File: config.mk
export PLATFORM = sky130hd
export DESIGN_NAME = dbg_cmd_decoder
export DESIGN_NICKNAME = d
export VERILOG_FILES = /design/src/rtl/dbg_pkg.sv /design/src/rtl/dbg_cmd_fsm.sv /design/src/rtl/dbg_con_packer.sv /design/src/rtl/dbg_font_stream.sv /design/src/rtl/dbg_cmd_decoder.sv
export SDC_FILE = /design/constraint.sdc
export NUM_CORES = 1
export LEC_CHECK = 0
export ABC_AREA = 1
export BUFFER_PORTS_ARGS = -buffer_cell sky130_fd_sc_hd__buf_2
export CORE_AREA = 2 2 100 102
export CTS_BUF_LIST = sky130_fd_sc_hd__clkbuf_8
export CTS_CLUSTER_SIZE = 14
export DETAILED_ROUTE_END_ITERATION = 10
export DIE_AREA = 0 0 102 104
export PLACE_DENSITY = 0.82
export SYNTH_ARGS = -nofsm -noshare
export SYNTH_HDL_FRONTEND = slang
export SYNTH_SLANG_ARGS = --single-unit
File: constraint.sdc
create_clock -name clk -period 1.9 [get_ports clk]
set_input_delay 0.38 -clock clk [delete_from_list [all_inputs] [get_ports clk]]
set_output_delay 0.38 -clock clk [all_outputs]
set_load 0.02 [all_outputs]
File: src/rtl/dbg_pkg.sv
package dbg_pkg;
  localparam logic [31:0] ARM_WORD    = 32'hA001_0000;
  localparam logic [31:0] QUERY_WORD  = 32'h2001_0000;
  localparam logic [31:0] QUERY_REPLY = 32'h0300_0000;
  localparam logic [31:0] SRAM_OFFSET = 32'h2000_0100;
  localparam logic [25:0] FONT_BASE   = 26'h1A_FF00;
  localparam logic [25:0] FONT_END    = 26'h1F_FF00;
  localparam int FONT_BYTES = 32'h5_0000;
  localparam int FONT_AW    = $clog2(FONT_BYTES);
  localparam int BUF_BYTES  = 4;
  localparam int CNT_W      = $clog2(BUF_BYTES + 1);

  function automatic logic in_font_window(input logic [31:0] off);
    return (off[31:6] >= FONT_BASE) && (off[31:6] < FONT_END);
  endfunction

  function automatic logic [FONT_AW-1:0] font_index(input logic [31:0] off);
    logic [25:0] diff;
    diff = off[31:6] - FONT_BASE;
    return diff[FONT_AW-1:0];
  endfunction

  function automatic logic [CNT_W-1:0] size_to_count(input logic [1:0] sz);
    return CNT_W'(sz) + CNT_W'(1);
  endfunction
endpackage

File: src/rtl/dbg_cmd_fsm.sv
module dbg_cmd_fsm
  import dbg_pkg::*;
(
  input  logic        clk,
  input  logic        rst_n,
  input  logic        sel,
  input  logic        acc,
  input  logic        write,
  input  logic [31:0] data,
  output logic        armed,
  output logic        con_load,
  output logic        flush,
  output logic [31:0] rd_data
);
  typedef enum logic {M_IDLE, M_CONSOLE} mode_t;
  mode_t mode_q, mode_d;
  logic  flush_q;
  logic [31:0] rd_q;

  wire arm_hit   = acc && sel && write && (data == ARM_WORD);
  wire query_hit = acc && sel && !write && (data == QUERY_WORD);
  wire deselect  = (mode_q == M_CONSOLE) && !sel;

  always_comb begin
    mode_d = mode_q;
    if (deselect)     mode_d = M_IDLE;
    else if (arm_hit) mode_d = M_CONSOLE;
  end

  always_ff @(posedge clk) begin
    if (!rst_n) begin
      mode_q  <= M_IDLE;
      flush_q <= 1'b0;
      rd_q    <= '0;
    end else begin
      mode_q  <= mode_d;
      flush_q <= deselect;
      if (query_hit) rd_q <= QUERY_REPLY;
    end
  end

  assign armed    = (mode_q == M_CONSOLE);
  assign con_load = acc && sel && write && armed && (data != ARM_WORD);
  assign flush    = flush_q;
  assign rd_data  = rd_q;

  p_deselect_idle_r5: assert property (@(posedge clk) disable iff (!rst_n)
    (armed && !sel) |=> (!armed && flush));
  p_flush_single_r5: assert property (@(posedge clk) disable iff (!rst_n)
    flush |=> !flush);
  p_arm_enters_r2: assert property (@(posedge clk) disable iff (!rst_n)
    (acc && sel && write && data == ARM_WORD) |=> armed);
  p_unselected_r12: assert property (@(posedge clk) disable iff (!rst_n)
    !sel |=> $stable(rd_data));
endmodule

File: src/rtl/dbg_con_packer.sv
module dbg_con_packer
  import dbg_pkg::*;
(
  input  logic             clk,
  input  logic             rst_n,
  input  logic             load,
  input  logic [CNT_W-1:0] nbytes,
  input  logic [31:0]      word,
  output logic             empty,
  output logic             con_valid,
  output logic [7:0]       con_data,
  input  logic             con_ready
);
  logic [8*BUF_BYTES-1:0] buf_q;
  logic [CNT_W-1:0]       cnt_q;

  wire take = con_valid && con_ready;

  always_ff @(posedge clk) begin
    if (!rst_n) begin
      buf_q <= '0;
      cnt_q <= '0;
    end else if (load) begin
      buf_q <= word;
      cnt_q <= nbytes;
    end else if (take) begin
      buf_q <= {buf_q[8*BUF_BYTES-9:0], 8'h00};
      cnt_q <= cnt_q - CNT_W'(1);
    end
  end

  assign empty     = (cnt_q == '0);
  assign con_valid = !empty;
  assign con_data  = buf_q[8*BUF_BYTES-1 -: 8];

  p_hold_stable_r4: assert property (@(posedge clk) disable iff (!rst_n)
    (con_valid && !con_ready) |=> (con_valid && $stable(con_data)));
  p_load_empty_r4: assert property (@(posedge clk) disable iff (!rst_n)
    load |-> empty);
  p_count_bound_r3: assert property (@(posedge clk) disable iff (!rst_n)
    cnt_q <= CNT_W'(BUF_BYTES));
endmodule

File: src/rtl/dbg_font_stream.sv
module dbg_font_stream
  import dbg_pkg::*;
#(
  parameter int LEN_W = 12
) (
  input  logic               clk,
  input  logic               rst_n,
  input  logic               req,
  input  logic [31:0]        offset,
  input  logic [LEN_W-1:0]   len,
  output logic               ready,
  output logic               sram_req,
  output logic               rd_en,
  output logic [FONT_AW-1:0] addr,
  output logic               fill_valid,
  output logic               done
);
  logic               busy_q, last_q, fill_q, done_q, sram_q;
  logic [FONT_AW-1:0] addr_q;
  logic [LEN_W-1:0]   rem_q;

  wire accept    = req && ready;
  wire font_hit  = accept && in_font_window(offset) && (len != '0);
  wire sram_hit  = accept && (offset == SRAM_OFFSET);
  wire last_issue = busy_q && (rem_q == LEN_W'(1));

  always_ff @(posedge clk) begin
    if (!rst_n) begin
      busy_q <= 1'b0;
      last_q <= 1'b0;
      fill_q <= 1'b0;
      done_q <= 1'b0;
      sram_q <= 1'b0;
      addr_q <= '0;
      rem_q  <= '0;
    end else begin
      sram_q <= sram_hit;
      fill_q <= busy_q;
      last_q <= last_issue;
      done_q <= last_q;
      if (font_hit) begin
        busy_q <= 1'b1;
        addr_q <= font_index(offset);
        rem_q  <= len;
      end else if (busy_q) begin
        addr_q <= addr_q + FONT_AW'(1);
        rem_q  <= rem_q - LEN_W'(1);
        if (last_issue) busy_q <= 1'b0;
      end
    end
  end

  assign ready      = !(busy_q || fill_q || done_q);
  assign sram_req   = sram_q;
  assign rd_en      = busy_q;
  assign addr       = addr_q;
  assign fill_valid = fill_q;
  assign done       = done_q;

  p_addr_window_r9: assert property (@(posedge clk) disable iff (!rst_n)
    rd_en |-> (addr < FONT_AW'(FONT_BYTES)));
  p_done_after_fill_r10: assert property (@(posedge clk) disable iff (!rst_n)
    done |-> ($past(fill_valid) && !fill_valid));
  p_busy_not_ready_r10: assert property (@(posedge clk) disable iff (!rst_n)
    (rd_en || fill_valid) |-> !ready);
  p_sram_quiet_r8: assert property (@(posedge clk) disable iff (!rst_n)
    sram_req |-> !rd_en);
endmodule

File: src/rtl/dbg_cmd_decoder.sv
module dbg_cmd_decoder
  import dbg_pkg::*;
#(
  parameter int LEN_W = 12
) (
  input  logic               clk,
  input  logic               rst_n,
  input  logic               sel,
  input  logic               xfer_valid,
  input  logic               xfer_write,
  input  logic [1:0]         xfer_size,
  input  logic [31:0]        xfer_data,
  output logic               xfer_ready,
  output logic [31:0]        rd_data,
  output logic               con_valid,
  output logic [7:0]         con_data,
  input  logic               con_ready,
  output logic               con_flush,
  input  logic               dma_req,
  input  logic [31:0]        dma_offset,
  input  logic [LEN_W-1:0]   dma_len,
  output logic               dma_ready,
  output logic               sram_req,
  output logic               font_rd_en,
  output logic [FONT_AW-1:0] font_addr,
  input  logic [7:0]         font_rd_data,
  output logic               fill_valid,
  output logic [7:0]         fill_data
  ,
  output logic               dma_done
);
  logic buf_empty, con_load, armed;
  wire  xfer_acc = xfer_valid && xfer_ready;

  assign xfer_ready = buf_empty;
  assign fill_data  = font_rd_data;

  dbg_cmd_fsm u_fsm (
    .clk(clk), .rst_n(rst_n), .sel(sel), .acc(xfer_acc),
    .write(xfer_write), .data(xfer_data), .armed(armed),
    .con_load(con_load), .flush(con_flush), .rd_data(rd_data)
  );

  dbg_con_packer u_pack (
    .clk(clk), .rst_n(rst_n), .load(con_load),
    .nbytes(size_to_count(xfer_size)), .word(xfer_data),
    .empty(buf_empty), .con_valid(con_valid), .con_data(con_data),
    .con_ready(con_ready)
  );

  dbg_font_stream #(.LEN_W(LEN_W)) u_font (
    .clk(clk), .rst_n(rst_n), .req(dma_req), .offset(dma_offset),
    .len(dma_len), .ready(dma_ready), .sram_req(sram_req),
    .rd_en(font_rd_en), .addr(font_addr), .fill_valid(fill_valid),
    .done(dma_done)
  );

  p_idle_no_bytes_r6: assert property (@(posedge clk) disable iff (!rst_n)
    (xfer_acc && !armed) |=> !con_valid);
  p_stall_when_held_r4: assert property (@(posedge clk) disable iff (!rst_n)
    con_valid |-> !xfer_ready);
endmodule

# ---- Word level (Yosys, flattened, before mapping)
# Cells that the tools add are included.
dict set report op_classes {
  n_bitwise 1
  n_eq_ne 5
  addsub 5
  order_cmp 2
  n_reduce_logical 27
  muxes 11
}
# op count
set ops {}
lappend ops {{$eq A32 B30 Y1 const B} 2}
lappend ops {{$mux W32} 2}
lappend ops {{$mux W19} 2}
lappend ops {{$eq A32 B32 Y1 const B} 1}
lappend ops {{$ne A32 B32 Y1 const B} 1}
lappend ops {{$ge A26 B21 Y1 const B} 1}
lappend ops {{$lt A26 B21 Y1 const B} 1}
lappend ops {{$mux W12} 2}
lappend ops {{$add A19 B1 Y19 const B} 1}
lappend ops {{$sub A19 B18 Y19 const B} 1}
lappend ops {{$logic_and A1 B1 Y1} 16}
lappend ops {{$eq A12 B1 Y1 const B} 1}
lappend ops {{$reduce_bool A12 Y1} 1}
lappend ops {{$sub A12 B1 Y12 const B} 1}
lappend ops {{$mux W3} 2}
lappend ops {{$logic_not A1 Y1} 4}
lappend ops {{$reduce_bool A2 Y1} 2}
lappend ops {{$add A2 B1 Y3 const B} 1}
lappend ops {{$logic_not A3 Y1} 1}
lappend ops {{$mux W1} 3}
lappend ops {{$sub A3 B1 Y3 const B} 1}
lappend ops {{$logic_or A1 B1 Y1} 2}
lappend ops {{$reduce_or A2 Y1} 1}
lappend ops {{$not A1 Y1} 1}
dict set report totals {
  elab_cells 63
  ff_bits 74
  output_inout_bits 75
}

# ---- Depth between registers and ports, before layout
dict set report logic_depth {
  ltp_word 7
  depth_mapped 12
  ltp_nobuf 11
}

# ---- By module
# From an unflattened synthesis, not the netlist that was laid out.
dict set report unflattened {
  hier_cells 795
  area_unflattened_um2 5044.8
}
# mod area_per_inst_um2 seq_area_each_um2 cells_each instances
set modules_own_cells {}
lappend modules_own_cells {dbg_font_stream 2638.8 720.7 424 1}
lappend modules_own_cells {dbg_con_packer 1747.9 700.7 261 1}
lappend modules_own_cells {dbg_cmd_fsm 574.3 60.1 98 1}
lappend modules_own_cells {dbg_cmd_decoder 83.8 0.0 12 1}

# ---- Worst setup path after synthesis
# No wires, ideal clock.
dict set report synth_path {
  path_type {reg2reg}
  startpoint {register u_pack.cnt_q[0]}
  endpoint {register u_pack.cnt_q[1]}
  stages_incl_launch_ff 11
  slack_ns 0.066
  arrival_time_ns 1.760
  path_cell_list {dfxtp_1 -> inv_1 -> ha_1 -> inv_1 -> nor2_2 -> inv_1 -> nand2_1 -> buf_2 -> buf_1 -> nand3_1 -> a31oi_1}
}
# item line
set synth_rtl {}
lappend synth_rtl {{start: declaration} dbg_con_packer.sv:15} ;# logic [CNT_W-1:0] cnt_q;
lappend synth_rtl {{start signal: assignment} dbg_con_packer.sv:25} ;# cnt_q <= nbytes;
lappend synth_rtl {{start signal: assignment} dbg_con_packer.sv:28} ;# cnt_q <= cnt_q - CNT_W'(1);
lappend synth_rtl {{$logic_not A3 Y1} dbg_con_packer.sv:32} ;# assign empty = (cnt_q == '0);
lappend synth_rtl {{net xfer_ready} dbg_cmd_decoder.sv:13} ;# output logic xfer_ready,
lappend synth_rtl {{$logic_not A1 Y1} dbg_con_packer.sv:33} ;# assign con_valid = !empty;
lappend synth_rtl {{net con_valid} dbg_cmd_decoder.sv:15} ;# output logic con_valid,
lappend synth_rtl {{$logic_and A1 B1 Y1} dbg_con_packer.sv:17} ;# wire take = con_valid && con_ready;
lappend synth_rtl {{$reduce_bool A2 Y1 (no source line)} n/a}
# The timed path passes the listed nets, and every way through them passes these cells. The select of a mux whose other input is x is not followed.
# A chain may end at the register's enable or synchronous reset.

# ---- Worst setup path after layout
dict set report layout_path {
  startpoint {register u_pack.cnt_q[0]}
  endpoint {register u_pack.buf_q[23]}
}
dict set report layout_between {
  elab_chain_len 7
}
# item line
set layout_lines {}
lappend layout_lines {{$logic_not A3 Y1 *} dbg_con_packer.sv:32}
lappend layout_lines {{$logic_and A1 B1 Y1} dbg_cmd_decoder.sv:33} ;# wire xfer_acc = xfer_valid && xfer_ready;
lappend layout_lines {{$logic_and A1 B1 Y1 (4 in series)} dbg_cmd_fsm.sv:43} ;# assign con_load = acc && sel && write && armed && (data != ARM_WORD);
lappend layout_lines {{$mux W32 or $reduce_bool A2 Y1 (tied branches)} n/a}
lappend layout_lines {{end signal: assignment} dbg_con_packer.sv:24} ;# buf_q <= word;
lappend layout_lines {{end signal: assignment} dbg_con_packer.sv:27} ;# buf_q <= {buf_q[8*BUF_BYTES-9:0], 8'h00};
lappend layout_lines {{end: declaration} dbg_con_packer.sv:14} ;# logic [8*BUF_BYTES-1:0] buf_q;
# Mark *: on every way between the ends. The rest lies on a longest branch, timed or not.

==> results.yml <==
status:
  outcome: "complete, no violations"
critical_path:
  path_buf_inv: 3
  worstSetupPathType: "reg -> reg"
  r2r-end: "u_pack.buf_q[23]"
  crit_family: "simple AND/OR/NAND/NOR gates"
  start_kind: "flop"
  crit_path_end: "u_pack.buf_q[23]"
  r2r_start: "u_pack.cnt_q[0]"
  worstSetupStartpoint: "u_pack.cnt_q[0]"
  reg2reg_depth: 10
  path_max_fanout: 9
  crit_arrival_ns: 1.99
  r2r_slack_ns: 0.14
  crit_slowest_cell: "dfxtp_1"
  max_stage_delay_ns: 0.30
  crit_chain: "inv_1 -> ha_1 -> inv_1 -> nor2_4 -> nand4_1 -> nor2_4 -> nand2_4 -> buf_4 -> nand3_1 -> a31oi_1"
  cp_num_cells: 10
  crit_required_ns: 2.13
  crit_path_end_kind: "flop"
synth:
  synth_top_area_share: 0.3016
  synth.distinct_cells: 33
  netlist_top_cells_area: "dfxtp_1 (30%), nand2_1 (14%), nand3_1 (9.0%)"
  ys_warn_count: 0
  synth_edf_count: 0
  synthArstFlopShare: 0
  ys_top_cells_by_count: "nand2_1 (185), nor2_1 (89), nand3_1 (88), dfxtp_1 (74), inv_1 (62)"
  synthCells: 748
  syn_area_um2: 4912
  syn_avg_cell_area_um2: 6.567
  ys_seq_area_frac: 0.3016
  yosysTopAreaCell: "dfxtp_1"
  ys.flop_type: "dfxtp_1"
  ys_ff_latch: 74
  yosysMostFrequentCell: "nand2_1"
floorplan:
  dieHeight_um: 104
  die_x_um: 102
  dieArea_um2: 10610
  num_io_pins: 168
  num_rows: 36
  core_um2: 9549
  initial_core_util: 0.5144
clock_network:
  cts_made_buffers: 9
  cts.sinks: 74
  cts_tree: "done"
  cts-resized-gates: 0
  cts-root-buf: "clkbuf_8"
  cts_setup_buffers: 0
  htreeDepth: 3
  cts_buffer_depth: 2
  clk_latency_ns: 0.35
  clkSlewWorstSetupHoldPaths_ns: 0.08
  hold_buffers: 0
sta:
  grt_setup_unrepaired: "false"
  period_needed_ns: 1.764
  hold_viol_final: 0
  finalSetupViolCount: 0
  max_freq_ghz: 0.5668
  post-route-period-util: 0.9286
  drv_slew: 0
  skew_ns: 0.006767
finish:
  fin_cells: 990
  areaGrowthSynthToFinish_pct: 16.35
  post-route-util: 0.5985
  fin_nets: 953
  drive_gt1_frac: 0.2415
  n_fill_cell: 956
  multi_input_area_um2: 2804
  register_area_um2: 1483
  num_antenna_cells: 0
placed_design:
  globalplace.congestion: 0.8815
  dpl.hpwl_um: 9371
  placedCellCount: 974
  io_buffers: 121
power:
  vdd_ir_drop_max_uv: 455.5
  power.leakage_nw: 2.618
  powerDensity_nw_per_um2: 705.8
  finalPower_mw: 4.034
drt:
  first_pass_iters: 5
  vias: 5051
  final_antenna_net_count: 0
  vias_per_cell: 5.102
  routed_wl_um: 12640
  drc_errors: 0
  drt_iter0_drc: 191
  wl_per_cell_um: 12.76
global_route:
  antenna_found_initial: 0
  grt_start_max_net_pins: 38
  first_global_vias: 4550
  grt_pass1_wl_um: 20730
  grt_usage: 0.2396
  overflow: 0
job:
  max-cap-violations: 0
worst_hold_path:
  hold_class: "in -> reg"
-- kinds of logic after synthesis --
group	share of synthesized area
simple gates	0.3895
buf+inv	0.1533
compound gates	0.09705
flops	0.3016
xor+xnor	0.03744
fa+ha+maj	0.02038
other cells	0.0007634
-- final cells by class --
type | count | area share
Clock buffer | 9 | 0.02167
Inverter | 65 | 0.04313
Sequential cell | 74 | 0.2594
Multi-Input combinational cell | 561 | 0.4906
Tap cell | 133 | 0.02912
Timing Repair Buffer | 141 | 0.1357
Clock inverter | 7 | 0.02036
-- placed cells by master, fill, tap and decap left out --
cell type | Yosys | routed
and2_1 | 1 | 1
nand4_1 | 12 | 12
or2_2 | 3 | 3
nor2_2 | 13 | 15
nand3_1 | 88 | 88
nor4_1 | 5 | 5
nor2_1 | 89 | 86
ha_1 | 8 | 8
dfxtp_2 | 0 | 1
nor2_8 | 2 | 2
nand2_4 | 0 | 1
buf_2 | 8 | 121
xor2_1 | 15 | 15
inv_4 | 0 | 1
buf_12 | 0 | 1
xnor2_1 | 6 | 6
nor2_4 | 3 | 4
nand3b_1 | 2 | 2
buf_8 | 0 | 1
nor3_1 | 9 | 9
o21ai_1 | 1 | 1
inv_1 | 62 | 62
dfxtp_1 | 74 | 73
a21oi_2 | 13 | 13
nand2_2 | 4 | 3
buf_4 | 48 | 18
nand3_2 | 5 | 5
inv_6 | 0 | 1
a21oi_1 | 21 | 21
conb_1 | 1 | 30
clkbuf_8 | 0 | 9
inv_2 | 3 | 3
bufinv_16 | 0 | 3
a31oi_1 | 26 | 26
nor3b_1 | 3 | 3
o211a_1 | 1 | 1
o21ai_0 | 16 | 16
nand2_1 | 185 | 185
clkinv_2 | 0 | 1
clkinv_4 | 0 | 1
-- power breakdown --
part | leakage [nW] | switching [mW] | total, mW | internal, mW
registers | 0.597 | 0.0237 | 1.60 | 1.58
logic | 1.90 | 0.625 | 0.938 | 0.312
clock network | 0.125 | 0.620 | 1.49 | 0.873
total | 2.62 | 1.27 | 4.03 | 2.76
-- layer usage --
layer  global-route usage  vias up  part of all wire
li1                     -     2548                 -
met1               0.3258     2286              0.44
met2               0.3759      187              0.46
met3              0.04368       30             0.070
met4              0.08857        0             0.026
met5                    0        -                 0
-- worst min path at each step --
stage / start / endpoint / depth (start not counted)
CTS: sel / u_fsm.flush / 2
floorplan: u_font.last_q / u_font.done / 2
finish: sel / u_fsm.flush / 2
global placement: u_font.last_q / u_font.done / 2
detailed placement: u_font.last_q / u_font.done / 2
global route: sel / u_fsm.flush / 2
-- state kept, by name, summed over array words and instances, names as in the netlist, 3 cells and up --
| signal | count |
|---|---|
| u_pack.cnt_q | 3 |
| u_font.rem_q | 12 |
| u_font.addr | 19 |
| u_pack.buf_q | 32 |
-- metrics by stage --
step | instance area (µm²) | setup TNS [ns] | setup slack (ns) | hold slack [ns]
finish | 5715 | 0 | 0.1357 | 0.2344
global route | 5715 | 0 | 0.01123 | 0.2449
CTS | 5687 | 0 | 0.08023 | 0.2254
detailed placement | 5446 | -0.2741 | -0.06058 | 0.4041
global placement | 5446 | -0.009808 | -0.009808 | 0.4006
floorplan | 5021 | 0 | 0.06589 | 0.3905
No activity file was read; power rests on OpenSTA's default activity.
